### config.mk
export PLATFORM = sky130hd
export DESIGN_NAME = fcw_top
export DESIGN_NICKNAME = d
export VERILOG_FILES = /design/src/rtl/fcw_pkg.sv /design/src/rtl/fcw_engine.sv /design/src/rtl/fcw_regs.sv /design/src/rtl/fcw_top.sv
export SDC_FILE = /design/constraint.sdc
export NUM_CORES = 1
export LEC_CHECK = 0
export ABC_AREA = 1
export BUFFER_PORTS_ARGS = -buffer_cell sky130_fd_sc_hd__buf_2
export CORE_MARGIN = 3
export CORE_UTILIZATION = 25
export DETAILED_ROUTE_END_ITERATION = 8
export SKIP_LAST_GASP = 1
export SLEW_MARGIN = 20
export SYNTH_ARGS = -nofsm -noshare
export SYNTH_HDL_FRONTEND = slang
export SYNTH_SLANG_ARGS = --single-unit
### constraint.sdc
create_clock -name clk -period 2.4 [get_ports clk]
set_clock_uncertainty 0.1 [all_clocks]
set_input_delay 0.24 -clock clk [delete_from_list [all_inputs] [get_ports clk]]
set_output_delay 0.24 -clock clk [all_outputs]
set_load 0.005 [all_outputs]
### src/rtl/fcw_pkg.sv
package fcw_pkg;

  // window offsets (byte addresses)
  localparam logic [7:0] OFF_Q0      = 8'h00;
  localparam logic [7:0] OFF_Q1      = 8'h02;
  localparam logic [7:0] OFF_Q2      = 8'h04;
  localparam logic [7:0] OFF_Q3      = 8'h06;
  localparam logic [7:0] OFF_MFR     = 8'h20;
  localparam logic [7:0] OFF_DEV     = 8'h22;
  localparam logic [7:0] OFF_BUFLOC  = 8'h40;
  localparam logic [7:0] OFF_BUFLEN  = 8'h42;
  localparam logic [7:0] OFF_CODE    = 8'h80;
  localparam logic [7:0] OFF_DATA    = 8'h84;
  localparam logic [7:0] OFF_ADDRLO  = 8'h88;
  localparam logic [7:0] OFF_ADDRHI  = 8'h8A;
  localparam logic [7:0] OFF_CNTLO   = 8'h90;
  localparam logic [7:0] OFF_CNTHI   = 8'h92;
  localparam logic [7:0] OFF_EXEC    = 8'hC0;
  localparam logic [7:0] OFF_BUFCLR  = 8'hC4;
  localparam logic [7:0] OFF_SUSP    = 8'hC8;
  localparam logic [7:0] OFF_STATUS  = 8'hCC;

  // command codes
  localparam logic [15:0] CMD_WPROG   = 16'h0041;
  localparam logic [15:0] CMD_BPROG   = 16'h00E9;
  localparam logic [15:0] CMD_ERASE   = 16'h0020;
  localparam logic [15:0] CMD_LOCK    = 16'h0061;
  localparam logic [15:0] CMD_UNLOCK  = 16'h0062;
  localparam logic [15:0] CMD_LKSTAT  = 16'h0065;
  localparam logic [15:0] CMD_QUERY   = 16'h0098;
  localparam logic [15:0] CMD_OTPRD   = 16'h0097;
  localparam logic [15:0] CMD_OTPPRG  = 16'h00C0;
  localparam logic [15:0] CMD_RESUME  = 16'h00D0;

  localparam logic [15:0] GO_VALUE    = 16'h0001;

  // status bit positions
  localparam int ST_LOCKED = 1;
  localparam int ST_PSUSP  = 2;
  localparam int ST_VPP    = 3;
  localparam int ST_PERR   = 4;
  localparam int ST_EERR   = 5;
  localparam int ST_ESUSP  = 6;
  localparam int ST_READY  = 7;
  localparam int ST_REG0   = 8;
  localparam int ST_REG1   = 9;
  localparam int ST_AO     = 12;
  localparam int ST_AVAIL  = 15;

  // error mask; identical to the set of clear-on-read bits
  localparam logic [15:0] ERR_MASK = 16'h133A;

  typedef enum logic [1:0] {
    ENG_IDLE = 2'd0,
    ENG_BUSY = 2'd1,
    ENG_SUSP = 2'd2
  } engState_t;

  // control -> datapath strobes
  typedef struct packed {
    logic        lockSet;
    logic        lockClr;
    logic [15:0] statSet;
    logic        ready;
    logic        progSusp;
    logic        eraseSusp;
  } engCtl_t;

endpackage

### src/rtl/fcw_engine.sv
module fcw_engine
  import fcw_pkg::*;
#(
  parameter int BUSY_CYCLES = 8
) (
  input  logic        clk,
  input  logic        rst_n,
  input  logic        exeReq,
  input  logic        suspReq,
  input  logic [15:0] cmdCode,
  input  logic        tgtLocked,
  input  logic        addrOdd,
  input  logic        countTooBig,
  input  logic        vppLow,
  output engCtl_t     eng
);

  localparam int CNT_W = $clog2(BUSY_CYCLES + 1);
  localparam logic [CNT_W-1:0] LONG_LOAD = CNT_W'(BUSY_CYCLES - 1);

  engState_t        state;
  logic [CNT_W-1:0] cnt;
  logic [15:0]      pendSet;
  logic             pendLock;
  logic             pendUnlock;
  logic             opErase;
  logic             progSusp;
  logic             eraseSusp;

  // launch decode
  logic        lOk;
  logic        lLong;
  logic        lErase;
  logic        lLock;
  logic        lUnlock;
  logic [15:0] lSet;

  always_comb begin
    lOk     = 1'b1;
    lLong   = 1'b0;
    lErase  = 1'b0;
    lLock   = 1'b0;
    lUnlock = 1'b0;
    lSet    = '0;
    case (cmdCode)
      CMD_WPROG, CMD_BPROG, CMD_OTPPRG: begin
        if (tgtLocked) begin
          lSet[ST_LOCKED] = 1'b1;
          lSet[ST_PERR]   = 1'b1;
        end else if (vppLow) begin
          lSet[ST_VPP]    = 1'b1;
          lSet[ST_PERR]   = 1'b1;
        end else if (cmdCode == CMD_WPROG && addrOdd) begin
          lSet[ST_REG0]   = 1'b1;
          lSet[ST_REG1]   = 1'b1;
          lSet[ST_PERR]   = 1'b1;
        end else if (cmdCode == CMD_BPROG && countTooBig) begin
          lSet[ST_AO]     = 1'b1;
          lSet[ST_PERR]   = 1'b1;
        end else begin
          lLong = 1'b1;
        end
      end
      CMD_ERASE: begin
        if (tgtLocked) begin
          lSet[ST_LOCKED] = 1'b1;
          lSet[ST_EERR]   = 1'b1;
        end else if (vppLow) begin
          lSet[ST_VPP]    = 1'b1;
          lSet[ST_EERR]   = 1'b1;
        end else begin
          lLong  = 1'b1;
          lErase = 1'b1;
        end
      end
      CMD_LOCK:   lLock   = 1'b1;
      CMD_UNLOCK: lUnlock = 1'b1;
      CMD_LKSTAT: lSet[ST_LOCKED] = tgtLocked;
      CMD_QUERY, CMD_OTPRD: lOk = 1'b1;
      default:    lOk = 1'b0;
    endcase
  end

  wire doneNow = (state == ENG_BUSY) && (cnt == '0);

  always_ff @(posedge clk) begin
    if (!rst_n) begin
      state      <= ENG_IDLE;
      cnt        <= '0;
      pendSet    <= '0;
      pendLock   <= 1'b0;
      pendUnlock <= 1'b0;
      opErase    <= 1'b0;
      progSusp   <= 1'b0;
      eraseSusp  <= 1'b0;
    end else begin
      case (state)
        ENG_IDLE: begin
          if (exeReq && lOk) begin
            state      <= ENG_BUSY;
            cnt        <= lLong ? LONG_LOAD : '0;
            pendSet    <= lSet;
            pendLock   <= lLock;
            pendUnlock <= lUnlock;
            opErase    <= lErase;
          end
        end
        ENG_BUSY: begin
          if (cnt == '0) begin
            state <= ENG_IDLE;
          end else begin
            cnt <= cnt - CNT_W'(1);
            if (suspReq) begin
              state <= ENG_SUSP;
              if (opErase) eraseSusp <= 1'b1;
              else         progSusp  <= 1'b1;
            end
          end
        end
        ENG_SUSP: begin
          if (exeReq && cmdCode == CMD_RESUME) begin
            state     <= ENG_BUSY;
            progSusp  <= 1'b0;
            eraseSusp <= 1'b0;
          end
        end
        default: state <= ENG_IDLE;
      endcase
    end
  end

  always_comb begin
    eng.lockSet   = doneNow && pendLock;
    eng.lockClr   = doneNow && pendUnlock;
    eng.statSet   = doneNow ? pendSet : '0;
    eng.ready     = (state != ENG_BUSY);
    eng.progSusp  = progSusp;
    eng.eraseSusp = eraseSusp;
  end

endmodule

### src/rtl/fcw_regs.sv
module fcw_regs
  import fcw_pkg::*;
#(
  parameter int                ADDR_W     = 8,
  parameter int                BUF_WORDS  = 16,
  parameter logic [ADDR_W-1:0] BUF_BASE   = 8'hE0,
  parameter int                NUM_BLOCKS = 16,
  parameter int                BLK_LSB    = 16,
  parameter logic [15:0]       MFR_ID     = 16'h0089,
  parameter logic [15:0]       DEV_ID     = 16'h4A21
) (
  input  logic              clk,
  input  logic              rst_n,
  input  logic              hostWr,
  input  logic              hostRd,
  input  logic [ADDR_W-1:0] hostAddr,
  input  logic [15:0]       hostWdata,
  output logic [15:0]       hostRdata,
  output logic              errOut,
  input  engCtl_t           eng,
  output logic [15:0]       cmdCode,
  output logic              tgtLocked,
  output logic              addrOdd,
  output logic              countTooBig,
  output logic              exeReq,
  output logic              suspReq,
  output logic [15:0]       statusWord
);

  localparam int BIDX_W = $clog2(BUF_WORDS);
  localparam int LIDX_W = $clog2(NUM_BLOCKS);
  localparam int HI_LSB = BLK_LSB - 16;
  localparam logic [ADDR_W-1:0] BUF_SPAN = ADDR_W'(2 * BUF_WORDS);

  logic [15:0] dataR, addrLoR, addrHiR, cntLoR, cntHiR;
  logic [15:0] bufMem [BUF_WORDS];
  logic [NUM_BLOCKS-1:0] lockBits;
  logic [15:0] rcBits;
  logic [15:0] rdMux;

  // decode
  logic [ADDR_W-1:0] bufOff;
  logic [BIDX_W-1:0] bufIdx;
  logic              bufHit;
  logic              bufClr;
  logic              statRd;
  logic [LIDX_W-1:0] lockIdx;

  always_comb begin
    bufOff  = hostAddr - BUF_BASE;
    bufIdx  = bufOff[BIDX_W:1];
    bufHit  = (hostAddr >= BUF_BASE) && (bufOff < BUF_SPAN) && !hostAddr[0];
    exeReq  = hostWr && (hostAddr == ADDR_W'(OFF_EXEC))   && (hostWdata == GO_VALUE);
    bufClr  = hostWr && (hostAddr == ADDR_W'(OFF_BUFCLR)) && (hostWdata == GO_VALUE);
    suspReq = hostWr && (hostAddr == ADDR_W'(OFF_SUSP))   && (hostWdata == GO_VALUE);
    statRd  = hostRd && (hostAddr == ADDR_W'(OFF_STATUS));
    lockIdx = addrHiR[HI_LSB +: LIDX_W];
  end

  // staging registers
  always_ff @(posedge clk) begin
    if (!rst_n) begin
      cmdCode <= '0;
      dataR   <= '0;
      addrLoR <= '0;
      addrHiR <= '0;
      cntLoR  <= '0;
      cntHiR  <= '0;
    end else if (hostWr) begin
      case (hostAddr)
        ADDR_W'(OFF_CODE):   cmdCode <= hostWdata;
        ADDR_W'(OFF_DATA):   dataR   <= hostWdata;
        ADDR_W'(OFF_ADDRLO): addrLoR <= hostWdata;
        ADDR_W'(OFF_ADDRHI): addrHiR <= hostWdata;
        ADDR_W'(OFF_CNTLO):  cntLoR  <= hostWdata;
        ADDR_W'(OFF_CNTHI):  cntHiR  <= hostWdata;
        default: ;
      endcase
    end
  end

  // program buffer
  always_ff @(posedge clk) begin
    if (!rst_n || bufClr) begin
      for (int i = 0; i < BUF_WORDS; i++) bufMem[i] <= '0;
    end else if (hostWr && bufHit) begin
      bufMem[bufIdx] <= hostWdata;
    end
  end

  // lock table, one flop per block
  for (genvar b = 0; b < NUM_BLOCKS; b++) begin : g_lock
    logic lockQ;
    always_ff @(posedge clk) begin
      if (!rst_n)
        lockQ <= 1'b0;
      else if (eng.lockSet && lockIdx == LIDX_W'(b))
        lockQ <= 1'b1;
      else if (eng.lockClr && lockIdx == LIDX_W'(b))
        lockQ <= 1'b0;
    end
    assign lockBits[b] = lockQ;
  end

  assign tgtLocked   = lockBits[lockIdx];
  assign addrOdd     = addrLoR[0];
  assign countTooBig = {cntHiR, cntLoR} > 32'(BUF_WORDS);

  // status word: clear-on-read error bits plus live engine bits
  always_ff @(posedge clk) begin
    if (!rst_n)
      rcBits <= '0;
    else
      rcBits <= ((statRd ? 16'h0000 : rcBits) | eng.statSet) & ERR_MASK;
  end

  always_comb begin
    statusWord            = rcBits;
    statusWord[ST_PSUSP]  = eng.progSusp;
    statusWord[ST_ESUSP]  = eng.eraseSusp;
    statusWord[ST_READY]  = eng.ready;
    statusWord[ST_AVAIL]  = 1'b1;
  end

  assign errOut = |(statusWord & ERR_MASK);

  // read mux
  always_comb begin
    case (hostAddr)
      ADDR_W'(OFF_Q0):     rdMux = 16'h0050;
      ADDR_W'(OFF_Q1):     rdMux = 16'h0046;
      ADDR_W'(OFF_Q2):     rdMux = 16'h004F;
      ADDR_W'(OFF_Q3):     rdMux = 16'h0057;
      ADDR_W'(OFF_MFR):    rdMux = MFR_ID;
      ADDR_W'(OFF_DEV):    rdMux = DEV_ID;
      ADDR_W'(OFF_BUFLOC): rdMux = 16'(BUF_BASE);
      ADDR_W'(OFF_BUFLEN): rdMux = 16'(BUF_WORDS);
      ADDR_W'(OFF_CODE):   rdMux = cmdCode;
      ADDR_W'(OFF_DATA):   rdMux = dataR;
      ADDR_W'(OFF_ADDRLO): rdMux = addrLoR;
      ADDR_W'(OFF_ADDRHI): rdMux = addrHiR;
      ADDR_W'(OFF_CNTLO):  rdMux = cntLoR;
      ADDR_W'(OFF_CNTHI):  rdMux = cntHiR;
      ADDR_W'(OFF_STATUS): rdMux = statusWord;
      default:             rdMux = bufHit ? bufMem[bufIdx] : 16'h0000;
    endcase
  end

  always_ff @(posedge clk) begin
    if (!rst_n)
      hostRdata <= '0;
    else if (hostRd)
      hostRdata <= rdMux;
  end

endmodule

### src/rtl/fcw_top.sv
module fcw_top
  import fcw_pkg::*;
#(
  parameter int                ADDR_W      = 8,
  parameter int                BUF_WORDS   = 16,
  parameter logic [ADDR_W-1:0] BUF_BASE    = 8'hE0,
  parameter int                NUM_BLOCKS  = 16,
  parameter int                BLK_LSB     = 16,
  parameter int                BUSY_CYCLES = 8,
  parameter logic [15:0]       MFR_ID      = 16'h0089,
  parameter logic [15:0]       DEV_ID      = 16'h4A21
) (
  input  logic              clk,
  input  logic              rst_n,
  input  logic              hostWr,
  input  logic              hostRd,
  input  logic [ADDR_W-1:0] hostAddr,
  input  logic [15:0]       hostWdata,
  input  logic              vppLow,
  output logic [15:0]       hostRdata,
  output logic              errOut
);

  engCtl_t     eng;
  logic [15:0] cmdCode;
  logic        tgtLocked;
  logic        addrOdd;
  logic        countTooBig;
  logic        exeReq;
  logic        suspReq;
  logic [15:0] statusWord;
  logic        readyNow;

  assign readyNow = eng.ready;

  fcw_regs #(
    .ADDR_W    (ADDR_W),
    .BUF_WORDS (BUF_WORDS),
    .BUF_BASE  (BUF_BASE),
    .NUM_BLOCKS(NUM_BLOCKS),
    .BLK_LSB   (BLK_LSB),
    .MFR_ID    (MFR_ID),
    .DEV_ID    (DEV_ID)
  ) u_regs (
    .clk        (clk),
    .rst_n      (rst_n),
    .hostWr     (hostWr),
    .hostRd     (hostRd),
    .hostAddr   (hostAddr),
    .hostWdata  (hostWdata),
    .hostRdata  (hostRdata),
    .errOut     (errOut),
    .eng        (eng),
    .cmdCode    (cmdCode),
    .tgtLocked  (tgtLocked),
    .addrOdd    (addrOdd),
    .countTooBig(countTooBig),
    .exeReq     (exeReq),
    .suspReq    (suspReq),
    .statusWord (statusWord)
  );

  fcw_engine #(
    .BUSY_CYCLES(BUSY_CYCLES)
  ) u_engine (
    .clk        (clk),
    .rst_n      (rst_n),
    .exeReq     (exeReq),
    .suspReq    (suspReq),
    .cmdCode    (cmdCode),
    .tgtLocked  (tgtLocked),
    .addrOdd    (addrOdd),
    .countTooBig(countTooBig),
    .vppLow     (vppLow),
    .eng        (eng)
  );

endmodule

# Yosys cells after proc, flatten, opt, wreduce, memory -nomap -nowiden
# Memories as Yosys holds them, arrays and structs flattened.
# Index checks and enable logic that the tools add are counted.
dict set report word_totals {
  register_bits 153
  mem_bits_rw 256
  inputBits 29
  output_inout_bits 17
  elab_cells 278
  mem_count 1
}
# name words word_bits read_ports rd_ports_with_merged_regs wr line_no
set memory_table {}
lappend memory_table {u_regs.bufMem 16 16 1 0 16 fcw_regs.sv:36} ;# logic [15:0] bufMem [BUF_WORDS];
dict set report classes {
  addsub 2
  order_cmp 4
  n_eq_ne 53
  mux 95
  bitwise 1
  reduce_logical 90
}
# cell n
set ops {}
lappend ops {{$pmux 16 s15} 1}
lappend ops {{$eq 16x8->1 const B} 5}
lappend ops {{$eq 8x8->1 const B} 10}
lappend ops {{$mux 1} 71}
lappend ops {{$eq 16x7->1 const B} 4}
lappend ops {{$logic_and 1x1->1} 49}
lappend ops {{$reduce_bool 2->1} 18}
lappend ops {{$eq 4x4->1 const B} 8}
lappend ops {{$gt 32x5->1 const B} 1}
lappend ops {{$mux 16} 2}
lappend ops {{$mux 13} 2}
lappend ops {{$eq 16x1->1 const B} 1}
lappend ops {{$eq 16x6->1 const B} 1}
lappend ops {{$eq 4x3->1 const B} 4}
lappend ops {{$eq 8x3->1 const B} 2}
lappend ops {{$eq 8x6->1 const B} 2}
lappend ops {{$eq 8x7->1 const B} 2}
lappend ops {{$mux 2} 8}
lappend ops {{$reduce_or 16->1} 1}
lappend ops {{$reduce_and 2->1} 7}
lappend ops {{$or 13x13->13} 1}
lappend ops {{$mux 4} 3}
lappend ops {{$reduce_and 5->1} 2}
lappend ops {{$reduce_or 9->1} 1}
lappend ops {{other kinds (27)} 39}

# Longest topological paths before layout
dict set report depth {
  depth_word 10
  depth_mapped 14
  ltp_nobuf 13
}

# Hierarchy
# From an unflattened synthesis, not the netlist that was laid out.
dict set report unflattened {
  cells_unflattened 2154
  hier_area_um2 18521.5
}
# module n_inst cells_per_inst area_each_um2 seq_area_each_um2
set modules_own_cells {}
lappend modules_own_cells {fcw_regs 1 1919 17126.4 10390.0}
lappend modules_own_cells {fcw_engine 1 235 1395.1 340.3}

# Least setup slack after synthesis
# OpenSTA, ideal clock, no wires.
dict set report synth_timing {
  path_kind {input to register}
  from {in hostAddr[5]}
  to {mem u_regs.bufMem[10][0] (enable)}
  setup_ns 0.372
  arrival_ns 2.023
  t_required_ns 1.928
  setup_slack_ns -0.094
  cell_stages 9
  n_path_buf 1
  path_cell_list {ha_1 -> nor3_1 -> o21ai_2 -> inv_2 -> nand3_4 -> nor2_4 -> nand2_1 -> buf_4 -> nand2_1}
}
# item line_no
set synth_rtl {}
lappend synth_rtl {{from (decl)} fcw_top.sv:17} ;# input logic [ADDR_W-1:0] hostAddr,
lappend synth_rtl {{to (decl)} fcw_regs.sv:36}

==> out/results.ini <==
[synth]
synthFlopType=edfxtp_1
syn_area_per_cell_um2=8.81
synth_edf_count=256
yosysSeqAreaShare=0.591
synth_area_leaders=edfxtp_1 (42%), dfxtp_1 (17%), nor2_1 (8.6%)
synth_nets=2090
yosys_warnings=0
synthArstFlopShare=0
netlist_instances=2058
netlist_area_mm2=0.0181
synth_top_cell_area_share=0.424
synth_top_area_cell=edfxtp_1
ys_ff_latch=408
yosys.cell_types.count=37

[drt]
wl_per_cell_um=18.7
drt_pass1_iterations=6
drc_errors=0
totalWireLength_um=60100
drt-initial-drc-count=1691
viasPerCell=4.84
ant_nets=0
vias=15584

[floorplanning]
core_mm2=0.0717
dieArea_mm2=0.0758
fp-row-count=98
ios=46
die_x_um=275
start_util=0.253
fp.dieH_um=275

[sta]
grt_setup_unrepaired=yes
setup_tns_ns=0
fmax_mhz=447
whs_ns=0.0477
finalCriticalPeriod_ns=2.24
tightest_slew_ns=0.958
hold_viol=0
slew_headroom=0.361
fin_crit_sh=0.932
slew_viol_final=0
setup_viol=0

[setup_path]
critPathMaxFanout=13
cp.required_ns=2.54
critPathKind=input port to flop
end_kind=flop
startpoint_type=input port
critPathArrivalTime_ns=2.38

[cts]
clock_sinks=408
cts_tree=done
h-tree-depth=2
cts-root-buf=clkbuf_16
path_clk_slew_ns=0.07
clk_latency_ns=0.56
cts_setup_buffers=0
numCtsBuffers=41
clock_path_buffers=3

[global_route]
grt_pass1_vias=14728
grt.total_usage=0.155
antenna_found_initial=3
grt_pass1_wl_um=90200
grt_max_degree=79
overflow=0

[cells_and_area]
layout-drive-gt1-share=0.164
n_fill_cell=7475
multi_input_comb_area_mm2=0.00644
final_util=0.313
seq_area_mm2=0.0107
area_growth_pct=23.8
final_nets=2267

[placement]
dp_hpwl_um=42300
place_congestion=0.945
io_buffers=45

[pwr]
switchingPower_mw=3.53
p_seq_frac=0.492
switching_share=0.225
power_frac_clock=0.442
p_leak_nw=8.30
p_comb_frac=0.066
p_int_mw=12.2
pwr_density_cell_mw_per_mm2=698
ir_worst_vdd_mv=0.514

[job]
cap_viol_max_count=0

[hold_path]
hold_class=input port to flop

[outcome]
status=finished clean

==> power by group through the flow <==
| stage | registers, mW | logic [mW] | clock network [mW] |
|---|---|---|---|
| 6_report | 7.72 | 1.03 | 6.93 |
| 5_1_grt | 7.74 | 1.09 | 7.29 |
| 4_1_cts | 7.72 | 1.02 | 7.04 |
| 3_5_place_dp | 7.87 | 1.00 | 0 |
| 3_3_place_gp | 7.87 | 1.00 | 0 |
| 2_1_floorplan | 7.85 | 0.455 | 0 |
==> metal layers <==
metal / part of all wire / up-vias / wire length [um] / GRT usage
met4: 0.032 / 2 / 1890 / 0.0534
met1: 0.42 / 7415 / 25400 / 0.206
met2: 0.46 / 675 / 27600 / 0.252
met5: 0.00015 / - / 9 / 0
li1: - / 7380 / - / -
met3: 0.085 / 112 / 5080 / 0.0307
==> timing repair <==
action,CTS,global route
endpoints found under the setup margin,0,35
hold buffers,12,0
gates resized for setup,0,3
hold endpoints to repair,44,0
==> synthesized netlist by cell type (16+ instances only) <==
library cell  count
nor3_1           17
nand2_1         380
nand2_2          16
o22ai_1         106
nor2_1          414
a21oi_1         150
inv_2            22
nand4_1          33
edfxtp_1        256
clkbuf_1         60
inv_1           111
nand3_1          70
dfxtp_1         152
buf_2            43
o21ai_0         147
==> final cells by class <==
cell class                      count  share of cell area
Sequential cell                   408               0.478
Timing Repair Buffer              247              0.0939
Tap cell                          950              0.0529
Clock buffer                       57              0.0539
Multi-Input combinational cell   1397               0.287
Inverter                          140              0.0234
Clock inverter                     16              0.0109
Antenna cell                        2            0.000223
==> critical path, stage by stage <==
cell and delay (ns):
dlygate4sd3_1 0.53, buf_2 0.21, inv_2 0.14, nand4_1 0.12
nor2_1 0.06, nand3_2 0.09, nor2_2 0.05, nor2_4 0.14
nand3_4 0.17, nor2_4 0.24, nand2_2 0.09, nand2_2 0.13
buf_12 0.16
==> cells by family after synthesis <==
kind of cell,after synthesis,synth area share
buffers and inverters,253,0.0557
adders and majority gates,3,0.00207
and+or+nand+nor,955,0.216
DFF,408,0.591
xor gates and xnor gates,2,0.000966
AOI/OAI and AO/OA,437,0.133
==> stage by stage <==
step,cells,instance area (um2),setup slack (ns),total power [mW]
after floorplan,2058,18200,-0.0627,8.30
after global placement,3130,20900,-0.0851,8.87
after detailed placement,3130,20900,-0.0688,8.88
after CTS,3215,22400,0.138,15.8
after global routing,3215,22500,-0.00860,16.1
final,3217,22500,0.164,15.7
==> path summary, 6_finish.rpt <==
path	startpoint	to	slack (ns)	cells past startpoint
max	hostWdata[11]	u_regs.bufMem[7][3]	0.16	13
min	hostWdata[1]	u_regs.cntHiR[1]	0.05	3
max reg2reg	u_regs.addrHiR[1]	u_engine.cnt[2]	0.23	11
min reg2reg	u_regs.dataR[14]	u_regs.dataR[14]	0.36	2
==> flip-flops by register name, summed over array words and instances (netlist names) <==
name / count
u_regs.hostRdata: 16
u_regs.g_lock.lockQ: 16
u_regs.dataR: 16
u_engine.opErase: 1
u_regs.bufMem: 256
u_engine.pendUnlock: 1
u_engine.eraseSusp: 1
u_regs.cntHiR: 16
u_engine.pendLock: 1
u_regs.cmdCode: 16
u_engine.cnt: 4
u_engine.state: 2
u_regs.addrHiR: 16
u_engine.progSusp: 1
u_regs.addrLoR: 16
u_regs.cntLoR: 16
u_engine.pendSet: 6
u_regs.rcBits: 7
==> cells in the final DEF (no fill, tap or decap), types with 5 or more instances in the layout <==
| cell | instances |
|---|---|
| clkbuf_8 | 8 |
| clkbuf_1 | 5 |
| nand4_1 | 33 |
| buf_4 | 163 |
| or2_2 | 8 |
| o211ai_1 | 9 |
| o221ai_1 | 6 |
| edfxtp_1 | 256 |
| nor2_2 | 5 |
| nor3_1 | 17 |
| buf_2 | 45 |
| nand2_1 | 367 |
| inv_1 | 111 |
| o21ai_0 | 147 |
| inv_2 | 22 |
| dlygate4sd3_1 | 12 |
| clkbuf_16 | 43 |
| o22ai_1 | 106 |
| a21oi_1 | 150 |
| clkinv_1 | 11 |
| dfxtp_1 | 152 |
| nand3_1 | 70 |
| nand2_2 | 27 |
| bufinv_16 | 6 |
| nor2_1 | 413 |
| nor2_4 | 5 |
| a22oi_1 | 8 |
| buf_12 | 27 |
No activity file was read; power rests on OpenSTA's default activity.
